$ cat config.mk
export PLATFORM = sky130hd
export DESIGN_NAME = mshr_file
export DESIGN_NICKNAME = d
export VERILOG_FILES = /design/src/rtl/mshr_pkg.sv /design/src/rtl/mshr_free_stack.sv /design/src/rtl/mshr_pend_list.sv /design/src/rtl/mshr_match.sv /design/src/rtl/mshr_file.sv
export SDC_FILE = /design/constraint.sdc
export NUM_CORES = 1
export LEC_CHECK = 0
export BUFFER_PORTS_ARGS = -buffer_cell sky130_fd_sc_hd__clkbuf_2
export CAP_MARGIN = 30
export CORE_MARGIN = 2
export CORE_UTILIZATION = 35
export DETAILED_ROUTE_END_ITERATION = 7
export SYNTH_ARGS = -nofsm -noshare
export SYNTH_HDL_FRONTEND = slang
export SYNTH_SLANG_ARGS = --single-unit
$ cat constraint.sdc
create_clock -name clk -period 6.75 [get_ports clk]
set_clock_uncertainty 0.15 [all_clocks]
set_input_delay 0.3375 -clock clk [delete_from_list [all_inputs] [get_ports clk]]
set_output_delay 0.3375 -clock clk [all_outputs]
set_load 0.02 [all_outputs]
$ cat src/rtl/mshr_pkg.sv
package mshr_pkg;
   // One command is honoured per cycle; the order encodes priority.
   typedef enum logic [2:0] {
      OP_NONE,
      OP_SQUASH,
      OP_FREE,
      OP_REPEND,
      OP_SERVICE,
      OP_PROMOTE,
      OP_ALLOC
   } mshr_op_e;
endpackage

$ cat src/rtl/mshr_free_stack.sv
module mshr_free_stack #(
   parameter int E  = 4,
   parameter int IW = 2,
   parameter int CW = 3
) (
   input  logic          clk,
   input  logic          rst_n,
   input  logic          pop,
   input  logic [E-1:0]  push_mask,
   output logic [IW-1:0] top_idx,
   output logic          empty
);
   logic [IW-1:0] stk   [E];
   logic [IW-1:0] stk_n [E];
   logic [CW-1:0] cnt, cnt_n;

   always_comb begin
      stk_n = stk;
      cnt_n = cnt;
      if (pop && cnt != '0) cnt_n = cnt - 1'b1;
      for (int i = 0; i < E; i++) begin
         if (push_mask[i] && cnt_n < CW'(E)) begin
            stk_n[IW'(cnt_n)] = IW'(i);
            cnt_n = cnt_n + 1'b1;
         end
      end
   end

   always_ff @(posedge clk or negedge rst_n) begin
      if (!rst_n) begin
         for (int k = 0; k < E; k++) stk[k] <= IW'(E - 1 - k);
         cnt <= CW'(E);
      end else begin
         stk <= stk_n;
         cnt <= cnt_n;
      end
   end

   assign empty   = (cnt == '0);
   assign top_idx = empty ? '0 : stk[IW'(cnt - 1'b1)];

   assert_no_overflow_R5: assert property (@(posedge clk) disable iff (!rst_n)
      cnt <= CW'(E));
   assert_pop_nonempty_R12: assert property (@(posedge clk) disable iff (!rst_n)
      pop |-> cnt != '0);
endmodule

$ cat src/rtl/mshr_pend_list.sv
module mshr_pend_list #(
   parameter int E  = 4,
   parameter int IW = 2,
   parameter int CW = 3
) (
   input  logic          clk,
   input  logic          rst_n,
   input  logic [E-1:0]  rm_mask,
   input  logic          app_v,
   input  logic [IW-1:0] app_idx,
   input  logic          pre_v,
   input  logic [IW-1:0] pre_idx,
   output logic [IW-1:0] order [E],
   output logic [CW-1:0] len,
   output logic          head_v,
   output logic [IW-1:0] head_idx
);
   logic [IW-1:0] lst_n [E];
   logic [CW-1:0] len_n;

   // Compact out removed indices, then optionally insert at head or tail.
   always_comb begin
      for (int i = 0; i < E; i++) lst_n[i] = '0;
      len_n = '0;
      for (int i = 0; i < E; i++) begin
         if (CW'(i) < len && !rm_mask[order[i]]) begin
            lst_n[IW'(len_n)] = order[i];
            len_n = len_n + 1'b1;
         end
      end
      if (pre_v && len_n < CW'(E)) begin
         for (int i = E - 1; i > 0; i--) lst_n[i] = lst_n[i-1];
         lst_n[0] = pre_idx;
         len_n = len_n + 1'b1;
      end
      if (app_v && len_n < CW'(E)) begin
         lst_n[IW'(len_n)] = app_idx;
         len_n = len_n + 1'b1;
      end
   end

   always_ff @(posedge clk or negedge rst_n) begin
      if (!rst_n) begin
         for (int k = 0; k < E; k++) order[k] <= '0;
         len <= '0;
      end else begin
         order <= lst_n;
         len   <= len_n;
      end
   end

   assign head_v   = (len != '0);
   assign head_idx = order[0];

   assert_len_bound_R4: assert property (@(posedge clk) disable iff (!rst_n)
      len <= CW'(E));
   assert_append_visible_R4: assert property (@(posedge clk) disable iff (!rst_n)
      app_v |=> head_v);
   assert_promote_head_R8: assert property (@(posedge clk) disable iff (!rst_n)
      pre_v |=> head_idx == $past(pre_idx));
endmodule

$ cat src/rtl/mshr_match.sv
module mshr_match #(
   parameter int E   = 4,
   parameter int AW  = 16,
   parameter int SLW = 3,
   parameter int IW  = 2,
   parameter int CW  = 3
) (
   input  logic [E-1:0]   ent_v,
   input  logic [AW-1:0]  ent_addr [E],
   input  logic [SLW-1:0] ent_slog [E],
   input  logic [IW-1:0]  pend_order [E],
   input  logic [CW-1:0]  pend_len,
   input  logic [AW-1:0]  lk_addr,
   input  logic [AW-1:0]  ov_addr,
   input  logic [SLW-1:0] ov_slog,
   output logic           lk_hit,
   output logic [IW-1:0]  lk_idx,
   output logic           ov_hit,
   output logic [IW-1:0]  ov_idx
);
   localparam logic [AW:0] ONE = (AW+1)'(1);

   // Exact match: scan downward so the lowest index wins.
   always_comb begin
      lk_hit = 1'b0;
      lk_idx = '0;
      for (int i = E - 1; i >= 0; i--) begin
         if (ent_v[i] && ent_addr[i] == lk_addr) begin
            lk_hit = 1'b1;
            lk_idx = IW'(i);
         end
      end
   end

   // Overlap: scan the pending order backwards so the earliest position wins.
   always_comb begin
      logic [AW:0] q_lo, q_hi;
      q_lo   = {1'b0, ov_addr};
      q_hi   = q_lo + (ONE << ov_slog);
      ov_hit = 1'b0;
      ov_idx = '0;
      for (int i = E - 1; i >= 0; i--) begin
         logic [IW-1:0] e;
         logic [AW:0]   lo, hi;
         e  = pend_order[i];
         lo = {1'b0, ent_addr[e]};
         hi = lo + (ONE << ent_slog[e]);
         if (CW'(i) < pend_len && lo < q_hi && q_lo < hi) begin
            ov_hit = 1'b1;
            ov_idx = e;
         end
      end
   end
endmodule

$ cat src/rtl/mshr_file.sv
module mshr_file
   import mshr_pkg::*;
#(
   parameter int N_MISS = 4,
   parameter int N_RESV = 1,
   parameter int AW     = 16,
   parameter int SLW    = 3,
   parameter int TIDW   = 1,
   parameter int CMDW   = 2,
   localparam int E     = N_MISS + N_RESV - 1,
   localparam int IW    = (E > 1) ? $clog2(E) : 1,
   localparam int CW    = $clog2(E + 1)
) (
   input  logic            clk,
   input  logic            rst_n,
   input  logic            alloc_valid,
   input  logic [AW-1:0]   alloc_addr,
   input  logic [SLW-1:0]  alloc_slog,
   input  logic            alloc_resp,
   input  logic            alloc_direct,
   input  logic [TIDW-1:0] alloc_tid,
   input  logic [CMDW-1:0] alloc_cmd,
   output logic [IW-1:0]   alloc_idx,
   output logic            alloc_err,
   output logic            full,
   input  logic            svc_valid,
   input  logic [IW-1:0]   svc_idx,
   input  logic            rep_valid,
   input  logic [IW-1:0]   rep_idx,
   input  logic [CMDW-1:0] rep_cmd,
   input  logic            pro_valid,
   input  logic [IW-1:0]   pro_idx,
   input  logic            dealloc_valid,
   input  logic [IW-1:0]   dealloc_idx,
   input  logic            squash_valid,
   input  logic [TIDW-1:0] squash_tid,
   input  logic [AW-1:0]   lk_addr,
   output logic            lk_hit,
   output logic [IW-1:0]   lk_idx,
   input  logic [AW-1:0]   ov_addr,
   input  logic [SLW-1:0]  ov_slog,
   output logic            ov_hit,
   output logic [IW-1:0]   ov_idx,
   output logic            iss_valid,
   output logic [IW-1:0]   iss_idx,
   output logic [CMDW-1:0] iss_cmd,
   output logic [CW-1:0]   cnt_alloc,
   output logic [CW-1:0]   cnt_svc,
   output logic [CW-1:0]   cnt_tgt
);
   // Elaboration-time parameter checks
   if (N_MISS < 1 || N_RESV < 1) begin : g_chk_counts
      $error("mshr_file: N_MISS and N_RESV must be at least 1");
   end
   if (E < 2) begin : g_chk_depth
      $error("mshr_file: at least two entries are required");
   end
   if ((1 << SLW) - 1 >= AW) begin : g_chk_size
      $error("mshr_file: SLW allows sizes wider than the address");
   end

   logic [E-1:0]    e_v, e_svc, e_buf, e_tgt, pend;
   logic [AW-1:0]   e_addr [E];
   logic [SLW-1:0]  e_slog [E];
   logic [TIDW-1:0] e_tid  [E];
   logic [CMDW-1:0] e_cmd  [E];

   mshr_op_e       op;
   logic           pool_empty, alloc_ok, svc_ok, rep_ok, pro_ok;
   logic [IW-1:0]  top_idx;
   logic [E-1:0]   sq_mask, free_mask, rm_mask;
   logic [IW-1:0]  p_order [E];
   logic [CW-1:0]  p_len;
   logic [AW-1:0]  alloc_aligned;

   assign pend = e_v & ~e_svc;

   always_comb begin
      if      (squash_valid)  op = OP_SQUASH;
      else if (dealloc_valid) op = OP_FREE;
      else if (rep_valid)     op = OP_REPEND;
      else if (svc_valid)     op = OP_SERVICE;
      else if (pro_valid)     op = OP_PROMOTE;
      else if (alloc_valid)   op = OP_ALLOC;
      else                    op = OP_NONE;
   end

   assign alloc_ok  = (op == OP_ALLOC) && !pool_empty;
   assign alloc_err = (op == OP_ALLOC) &&  pool_empty;
   assign svc_ok    = (op == OP_SERVICE) && pend[svc_idx];
   assign rep_ok    = (op == OP_REPEND) && e_v[rep_idx] && e_svc[rep_idx];
   assign pro_ok    = (op == OP_PROMOTE) && pend[pro_idx];
   assign alloc_aligned = alloc_addr & ~((AW'(1) << alloc_slog) - AW'(1));

   always_comb begin
      for (int i = 0; i < E; i++) begin
         sq_mask[i]   = (op == OP_SQUASH) && e_v[i] && (e_tid[i] == squash_tid);
         free_mask[i] = ((op == OP_FREE) && dealloc_idx == IW'(i) && e_v[i])
                     || (svc_ok && svc_idx == IW'(i) && e_buf[i])
                     || (sq_mask[i] && !e_svc[i]);
         rm_mask[i]   = pend[i] && (free_mask[i]
                     || (svc_ok && svc_idx == IW'(i))
                     || (pro_ok && pro_idx == IW'(i)));
      end
   end

   mshr_free_stack #(.E(E), .IW(IW), .CW(CW)) u_pool (
      .clk       (clk),
      .rst_n     (rst_n),
      .pop       (alloc_ok),
      .push_mask (free_mask),
      .top_idx   (top_idx),
      .empty     (pool_empty)
   );

   mshr_pend_list #(.E(E), .IW(IW), .CW(CW)) u_pend (
      .clk      (clk),
      .rst_n    (rst_n),
      .rm_mask  (rm_mask),
      .app_v    ((alloc_ok && !alloc_direct) || rep_ok),
      .app_idx  (rep_ok ? rep_idx : top_idx),
      .pre_v    (pro_ok),
      .pre_idx  (pro_idx),
      .order    (p_order),
      .len      (p_len),
      .head_v   (iss_valid),
      .head_idx (iss_idx)
   );

   mshr_match #(.E(E), .AW(AW), .SLW(SLW), .IW(IW), .CW(CW)) u_match (
      .ent_v      (e_v),
      .ent_addr   (e_addr),
      .ent_slog   (e_slog),
      .pend_order (p_order),
      .pend_len   (p_len),
      .lk_addr    (lk_addr),
      .ov_addr    (ov_addr),
      .ov_slog    (ov_slog),
      .lk_hit     (lk_hit),
      .lk_idx     (lk_idx),
      .ov_hit     (ov_hit),
      .ov_idx     (ov_idx)
   );

   // Per-entry state
   for (genvar g = 0; g < E; g++) begin : g_ent
      logic            v, svc, bf, tgt;
      logic [AW-1:0]   addr;
      logic [SLW-1:0]  slog;
      logic [TIDW-1:0] tid;
      logic [CMDW-1:0] cmd;
      logic            take;

      assign take = alloc_ok && (top_idx == IW'(g));

      always_ff @(posedge clk or negedge rst_n) begin
         if (!rst_n) begin
            v <= 1'b0; svc <= 1'b0; bf <= 1'b0; tgt <= 1'b0;
            addr <= '0; slog <= '0; tid <= '0; cmd <= '0;
         end else if (free_mask[g]) begin
            v <= 1'b0; svc <= 1'b0; bf <= 1'b0; tgt <= 1'b0;
         end else if (take) begin
            v    <= 1'b1;
            svc  <= alloc_direct;
            bf   <= !alloc_resp && !alloc_direct;
            tgt  <= alloc_resp && !alloc_direct;
            addr <= alloc_aligned;
            slog <= alloc_slog;
            tid  <= alloc_tid;
            cmd  <= alloc_cmd;
         end else begin
            if (svc_ok && svc_idx == IW'(g)) svc <= 1'b1;
            if (rep_ok && rep_idx == IW'(g)) begin
               svc <= 1'b0;
               cmd <= rep_cmd;
            end
            if (sq_mask[g]) tgt <= 1'b0;
         end
      end

      assign e_v[g]    = v;
      assign e_svc[g]  = svc;
      assign e_buf[g]  = bf;
      assign e_tgt[g]  = tgt;
      assign e_addr[g] = addr;
      assign e_slog[g] = slog;
      assign e_tid[g]  = tid;
      assign e_cmd[g]  = cmd;
   end

   assign alloc_idx = top_idx;
   assign iss_cmd   = e_cmd[iss_idx];
   assign cnt_alloc = CW'($countones(e_v));
   assign cnt_svc   = CW'($countones(e_v & e_svc));
   assign cnt_tgt   = CW'($countones(e_tgt));
   assign full      = (E - int'(cnt_alloc)) <= N_RESV;

   // Assertions
   assert_svc_le_alloc_R6: assert property (@(posedge clk) disable iff (!rst_n)
      cnt_svc <= cnt_alloc);
   assert_issue_pending_R4: assert property (@(posedge clk) disable iff (!rst_n)
      iss_valid |-> (e_v[iss_idx] && !e_svc[iss_idx]));
   assert_buffer_frees_R6: assert property (@(posedge clk) disable iff (!rst_n)
      (svc_ok && e_buf[svc_idx]) |=> !e_v[$past(svc_idx)]);
   assert_repend_tail_R7: assert property (@(posedge clk) disable iff (!rst_n)
      rep_ok |=> (iss_valid && !e_svc[$past(rep_idx)]));
   assert_err_no_change_R12: assert property (@(posedge clk) disable iff (!rst_n)
      alloc_err |=> $stable(e_v));
   assert_lookup_live_R2: assert property (@(posedge clk) disable iff (!rst_n)
      lk_hit |-> (e_v[lk_idx] && e_addr[lk_idx] == lk_addr));
   assert_squash_spares_R10: assert property (@(posedge clk) disable iff (!rst_n)
      (op == OP_SQUASH) |=> (($past(e_v & e_svc) & ~e_v) == '0));
   assert_direct_service_R11: assert property (@(posedge clk) disable iff (!rst_n)
      (alloc_ok && alloc_direct) |=> e_svc[$past(top_idx)]);
endmodule

* Word level (Yosys, flattened, before mapping)
Cells that the tools add are included.
** Word-level totals
- Logic and storage cells :: 488
- Input port bits :: 78
- Flip-flop bits (word level) :: 126
- Output and inout port bits :: 24
** Cells by class
- Add/subtract/negate cells :: 26
- $lt $le $gt $ge :: 47
- Muxes and demuxes :: 163
- Eq/ne operators :: 29
- Bitwise logic cells :: 31
- Reduce and logical (&&, ||, !) cells :: 144
- Shift-type cells :: 6
** Operators with widths (number)
- 16-bit by 17-bit less-than comparator with 1-bit output :: 8
- 16-bit binary-select mux with 2-bit select :: 4
- 16-bit 2-to-1 mux :: 8
- 16-bit by 17-bit adder with 17-bit output :: 5
- 1-bit by 3-bit left shift with 17-bit output (first input constant) :: 5
- 1-bit logical AND :: 84
- 3-bit 2-to-1 mux :: 24
- 8-bit 2-to-1 mux :: 9
- 16-bit equality test :: 4
- 2-bit 2-to-1 mux :: 31
- 1-bit 2-to-1 mux :: 61
- 3-bit >= comparator (second input constant) :: 13
- 2-bit inverter with 3-bit output :: 12
- 8-bit bitwise mux :: 4
- 2-bit demux with 2-bit select :: 8
- 3-bit by 1-bit adder with 3-bit output (second input constant) :: 8
- 3-bit binary-select mux with 2-bit select :: 4
- 3-bit by 1-bit less-than comparator with 1-bit output (second input constant) :: 8
- 2-bit by 3-bit less-than comparator with 1-bit output (second input constant) :: 7
- 2-bit equality test (second input constant) :: 10
- 3-bit less-than comparator (second input constant) :: 6
- 3-bit nonzero test :: 6
- 1-bit logical OR :: 17
- 16-bit bitwise AND :: 1
- 32 further kinds :: 99

* Depth between registers and ports, before layout
- Depth after elaboration :: 36
- Depth in mapped cells :: 26

* Modules after synthesis
Synthesis repeated with hierarchy kept, for this count alone.
** Second synthesis, totals
- Cells, all modules :: 1517
- Area, all modules :: 15153.3 µm²
** Modules (own cells, without submodules)
- mshr_match :: times used 1, cells each 869, area each 7796.2 µm²
- mshr_file :: times used 1, cells each 407, area each 5092.4 µm²
- mshr_pend_list :: times used 1, cells each 121, area each 1181.1 µm²
- mshr_free_stack :: times used 1, cells each 120, area each 1083.5 µm²

* Least setup slack after synthesis
No wires, ideal clock.
- Path type :: reg-to-output
- From :: register u_pend.order, in the netlist u_pend.head_idx[0]
- To :: output ov_idx[0]
- Data arrival time :: 5683 ps
- Path buffers :: 3
- Setup slack :: 580 ps
- Stages on the path, launching flop included :: 22
- Cell sequence :: dfrtp_1 clkbuf_1 clkbuf_1 buf_1 mux4_2 fa_1 a21o_1 a21oi_1 o21ai_0 o211a_1 o21ai_0 nor2_1 xnor2_1 ha_1 a21o_1 a21oi_1 nor2b_1 o21ai_0 a311oi_1 nor3_1 o21ba_2 a311oi_1
** On the way
- Longest elaborated chain between the ends :: 9
- Elaborated cells on any way between the ends :: 14
- Those cells by class :: add/sub: 1; order compare: 2; shift: 1; mux: 7; bitwise: 1; reduce/logical: 2
** RTL lines
- start, declared :: line mshr_pend_list.sv:13 : output logic [IW-1:0] order [E],
- start signal, assigned :: line mshr_pend_list.sv:47 : order <= lst_n;
- 2-bit inverter with 3-bit output (implied by the code) :: line mshr_match.sv:46, mshr_match.sv:47
- 3-bit binary-select mux with 2-bit select :: line mshr_match.sv:47 : hi = lo + (ONE << ent_slog[e]);
- 3-bit 2-to-1 mux (implied by the code) (2 in series) :: line mshr_match.sv:47
- 1-bit by 3-bit left shift with 17-bit output :: line mshr_match.sv:47
- 16-bit by 17-bit adder with 17-bit output :: line mshr_match.sv:47
- 16-bit by 17-bit less-than comparator with 1-bit output :: line mshr_match.sv:48 : if (CW'(i) < pend_len && lo < q_hi && q_lo < hi) begin
- 1-bit logical AND :: line mshr_match.sv:48
- 2-bit 2-to-1 mux (*) :: line mshr_match.sv:48
- end, declared :: line mshr_file.sv:43 : output logic [IW-1:0] ov_idx,
Mark *: on every way between the ends. The rest lies on a longest branch, timed or not. The select of a mux whose other input is x is not followed.

* Worst setup path in the final report
- From :: register u_pend.order[4] (netlist bit)
- To :: output ov_idx[1]
** On the way
- Longest elaborated chain between the ends :: 10
- Elaborated cells on any way between the ends :: 15
- Those cells by class :: add/sub: 1; order compare: 2; shift: 1; mux: 8; bitwise: 1; reduce/logical: 2
** RTL lines (line)
- 2-bit inverter with 3-bit output (implied by the code) (*) :: mshr_match.sv:46, mshr_match.sv:47
- 3-bit binary-select mux with 2-bit select :: mshr_match.sv:47
- 3-bit 2-to-1 mux (implied by the code) (2 in series) :: mshr_match.sv:47
- 1-bit by 3-bit left shift with 17-bit output :: mshr_match.sv:47
- 16-bit by 17-bit adder with 17-bit output :: mshr_match.sv:47
- 16-bit by 17-bit less-than comparator with 1-bit output :: mshr_match.sv:48
- 1-bit logical AND (*) :: mshr_match.sv:48
- 2-bit 2-to-1 mux (*) (2 in series) :: mshr_match.sv:48
Marked as above.

==> run metrics <==
detail-routed via count per cell 5.90; mux cell area share after synthesis 0.165; area delta synth->final 11.7%; Max Transition Viols Final 0; worst reg2reg setup slack 1460 ps; DP Cell Count 2212; core area 42000 um^2; Synth async-reset ratio 1.00; Synth cell types 85; Num CTS Buffers 17; clk slew on worst S/H paths 70 ps; Synth Warn # 0; H-tree level count 4; reg2reg path depth 18; required time worst endpoint 6260 ps; DRC viols 0; worst reg2reg path startpoint g_ent[2].v; status finished clean; WHS 39.5 ps; Initial Utilization 0.356; min cycle time layout 6470 ps; drt initial violations 1130; total congestion overflow 0; final WL 49.8 mm; most frequent cells in the layout ha_1, nand2_1, dfrtp_1; setup ws final 279 ps; Worst VDD drop 0.215 mV; design area 16700 um^2; simple-gate share of the synthesized area 0.164; hold path start alloc_addr[13]; endpoints failing hold 0; share of layout cells above drive strength 1 0.180; power per cell area 313 nW/um^2; worst slew pin tran 1000 ps; EDFF count, synth 0; clk_lat worst skew 430 ps; Die X 211 um; Synth Instances 1611; overall power 5.24 mW; fin cells 2248; die height 211 um; LEAKAGE 7.49 nW; combinational share of power 0.567; CTS tree yes; Flop pwr share 0.257; switching share of power 0.469; Psw 2.45 mW; nets@finish 1977; sequential area share after synthesis 0.211; Antenna diodes 0; num rows 75; routability cong. 0.978; final setup vio count 0; Filler cells 4217; Worst Path Max Fanout 6; fmax 155 MHz; DR vias 13256; commonest non-fill, non-tap cell in the layout ha_1; gr usage total 0.227; main combinational cell family by area after synthesis adder cells; Final HPWL DP 40.3 mm; Num Clock Sinks 126; Hold Crit Endpoint g_ent[0].addr[13]; area of the multi-input gates 11300 um^2; net count after synthesis 1892; Clk pwr share 0.176; Top FF cell, synth dfrtp_1; Max-Cap Viols 0; initial antenna violation count 0; placed cell area 16100 um^2; Avg Inst Size Synth 9.29 um^2; Critical Path Sink Type output port; post-synth design cell area 15000 um^2; largest net degree at the start of global routing 66; Final Util 0.398; XOR/XNOR Fraction of Synth Area 0.0837; Boundary Pins 102; CP startpoint kind register; class of the worst hold path input port to register; Worst Path Arrival 5980 ps; post-route ant nets 0; number of global-route vias before repair 12937; crit path kind register to output port; worst hold path cell count 3; final period utilization 0.959; router iterations before antenna repair 6; die area 44400 um^2; Synth Area in Compound Gates 0.165; Sequential Area 3160 um^2; Synth Area in Adders 0.174; Int Pwr 2.78 mW; Max-slew headroom 0.326; clk root buf clkbuf_16; DR WL/cell 22.2 um; worst reg2reg path endpoint u_pend.order[4]; Synth Register Bits 126; pre-CTS WS 635 ps; sum of negative setup slack 0 ps; port buffer count 101; global-route wire length before repair 76.5 mm; deepest clock path buffer count 2
==> logic make-up after synthesis <==
logic type / after synthesis
buf+inv: 144
simple gates: 482
compound gates: 374
flops: 126
fa+ha+maj: 203
xor+xnor: 143
mux: 139
==> critical path, cell delays in order, from the launching register on <==
cell,delay (ps)
dfrtp_2,470
mux4_2,600
nand2b_1,190
nor2_1,200
ha_1,280
a21o_1,190
a21oi_1,220
o21bai_1,100
a21oi_1,240
o21bai_1,90
a21oi_1,220
o21bai_1,170
nand4_1,150
xor2_1,200
ha_1,270
a21o_1,180
a211oi_1,310
nand2_1,140
a31oi_1,180
a21oi_1,60
nand3_1,110
a32oi_1,140
o21ba_2,300
a311oi_1,290
clkbuf_2,240
==> synthesized netlist by cell type, types with 10 or more instances <==
master	n	share of area
ha_1	195	0.16
nand2_1	172	0.043
dfrtp_1	121	0.20
o21ai_0	113	0.038
nor2_1	86	0.022
inv_1	83	0.021
mux4_2	83	0.12
xnor2_1	78	0.046
a21oi_1	71	0.024
xor2_1	65	0.038
clkbuf_1	44	0.011
a21o_1	39	0.020
mux2_2	32	0.024
nand3_1	32	0.011
nor3_1	27	0.0090
mux2i_1	24	0.016
nand2b_1	23	0.0096
nor2b_1	18	0.0075
nand4_1	17	0.0071
and3_1	16	0.0067
nor4_1	15	0.0063
o211ai_1	15	0.0075
a211oi_1	14	0.0070
nor3b_1	14	0.0070
o2111ai_1	14	0.0082
nand3b_1	11	0.0055
o21bai_1	11	0.0055
o21a_1	10	0.0050
==> flip-flops by register name, summed over array words and instances, names as in the netlist <==
register,flops
g_ent.svc,4
g_ent.tid,4
u_pend.len,3
g_ent.slog,12
u_pool.stk,8
g_ent.addr,64
u_pend.order,6
g_ent.v,4
g_ent.bf,4
g_ent.tgt,4
u_pend.head_idx,2
g_ent.cmd,8
u_pool.cnt,3
==> power groups by stage <==
stage               sequential [mW]  clock, mW  combinational [mW]
global placement               1.32          0                2.86
CTS                            1.33      0.932                2.93
floorplan                      1.19          0                2.15
global route                   1.38      0.970                3.29
finish                         1.35      0.921                2.97
detailed placement             1.35          0                2.90
==> worst max-delay path by stage <==
stage	from	end
5_1_grt	u_pend.head_idx[0]	ov_hit
3_5_place_dp	u_pend.head_idx[0]	ov_hit
2_1_floorplan	u_pend.head_idx[0]	ov_idx[0]
6_report	u_pend.order[4]	ov_idx[1]
4_1_cts	u_pend.order[0]	ov_idx[1]
3_3_place_gp	u_pend.order[0]	ov_idx[1]
==> layout make-up <==
class                      instances  share of cell area
tap                              539              0.0403
inverter                          84              0.0189
clock inverter                    13             0.00771
clock buffer                      19              0.0271
multi-input combinational       1341               0.674
sequential                       126               0.189
timing repair buffer             126              0.0427
==> routing by layer <==
| layer | GRT usage | share of wire | vias to the layer above |
|---|---|---|---|
| met1 | 0.328 | 0.47 | 6491 |
| li1 | - | - | 6184 |
| met5 | 0 | 0 | - |
| met4 | 0.0782 | 0.030 | 0 |
| met2 | 0.346 | 0.43 | 499 |
| met3 | 0.0355 | 0.073 | 82 |
==> repair_timing <==
| action | CTS | global route |
|---|---|---|
| hold endpoints to repair | 67 | 0 |
| setup endpoints to repair | 0 | 3 |
| setup buffers | 0 | 0 |
| gates resized for setup | 0 | 11 |
| hold buffers | 4 | 0 |
(Power assumes the default switching activity.)
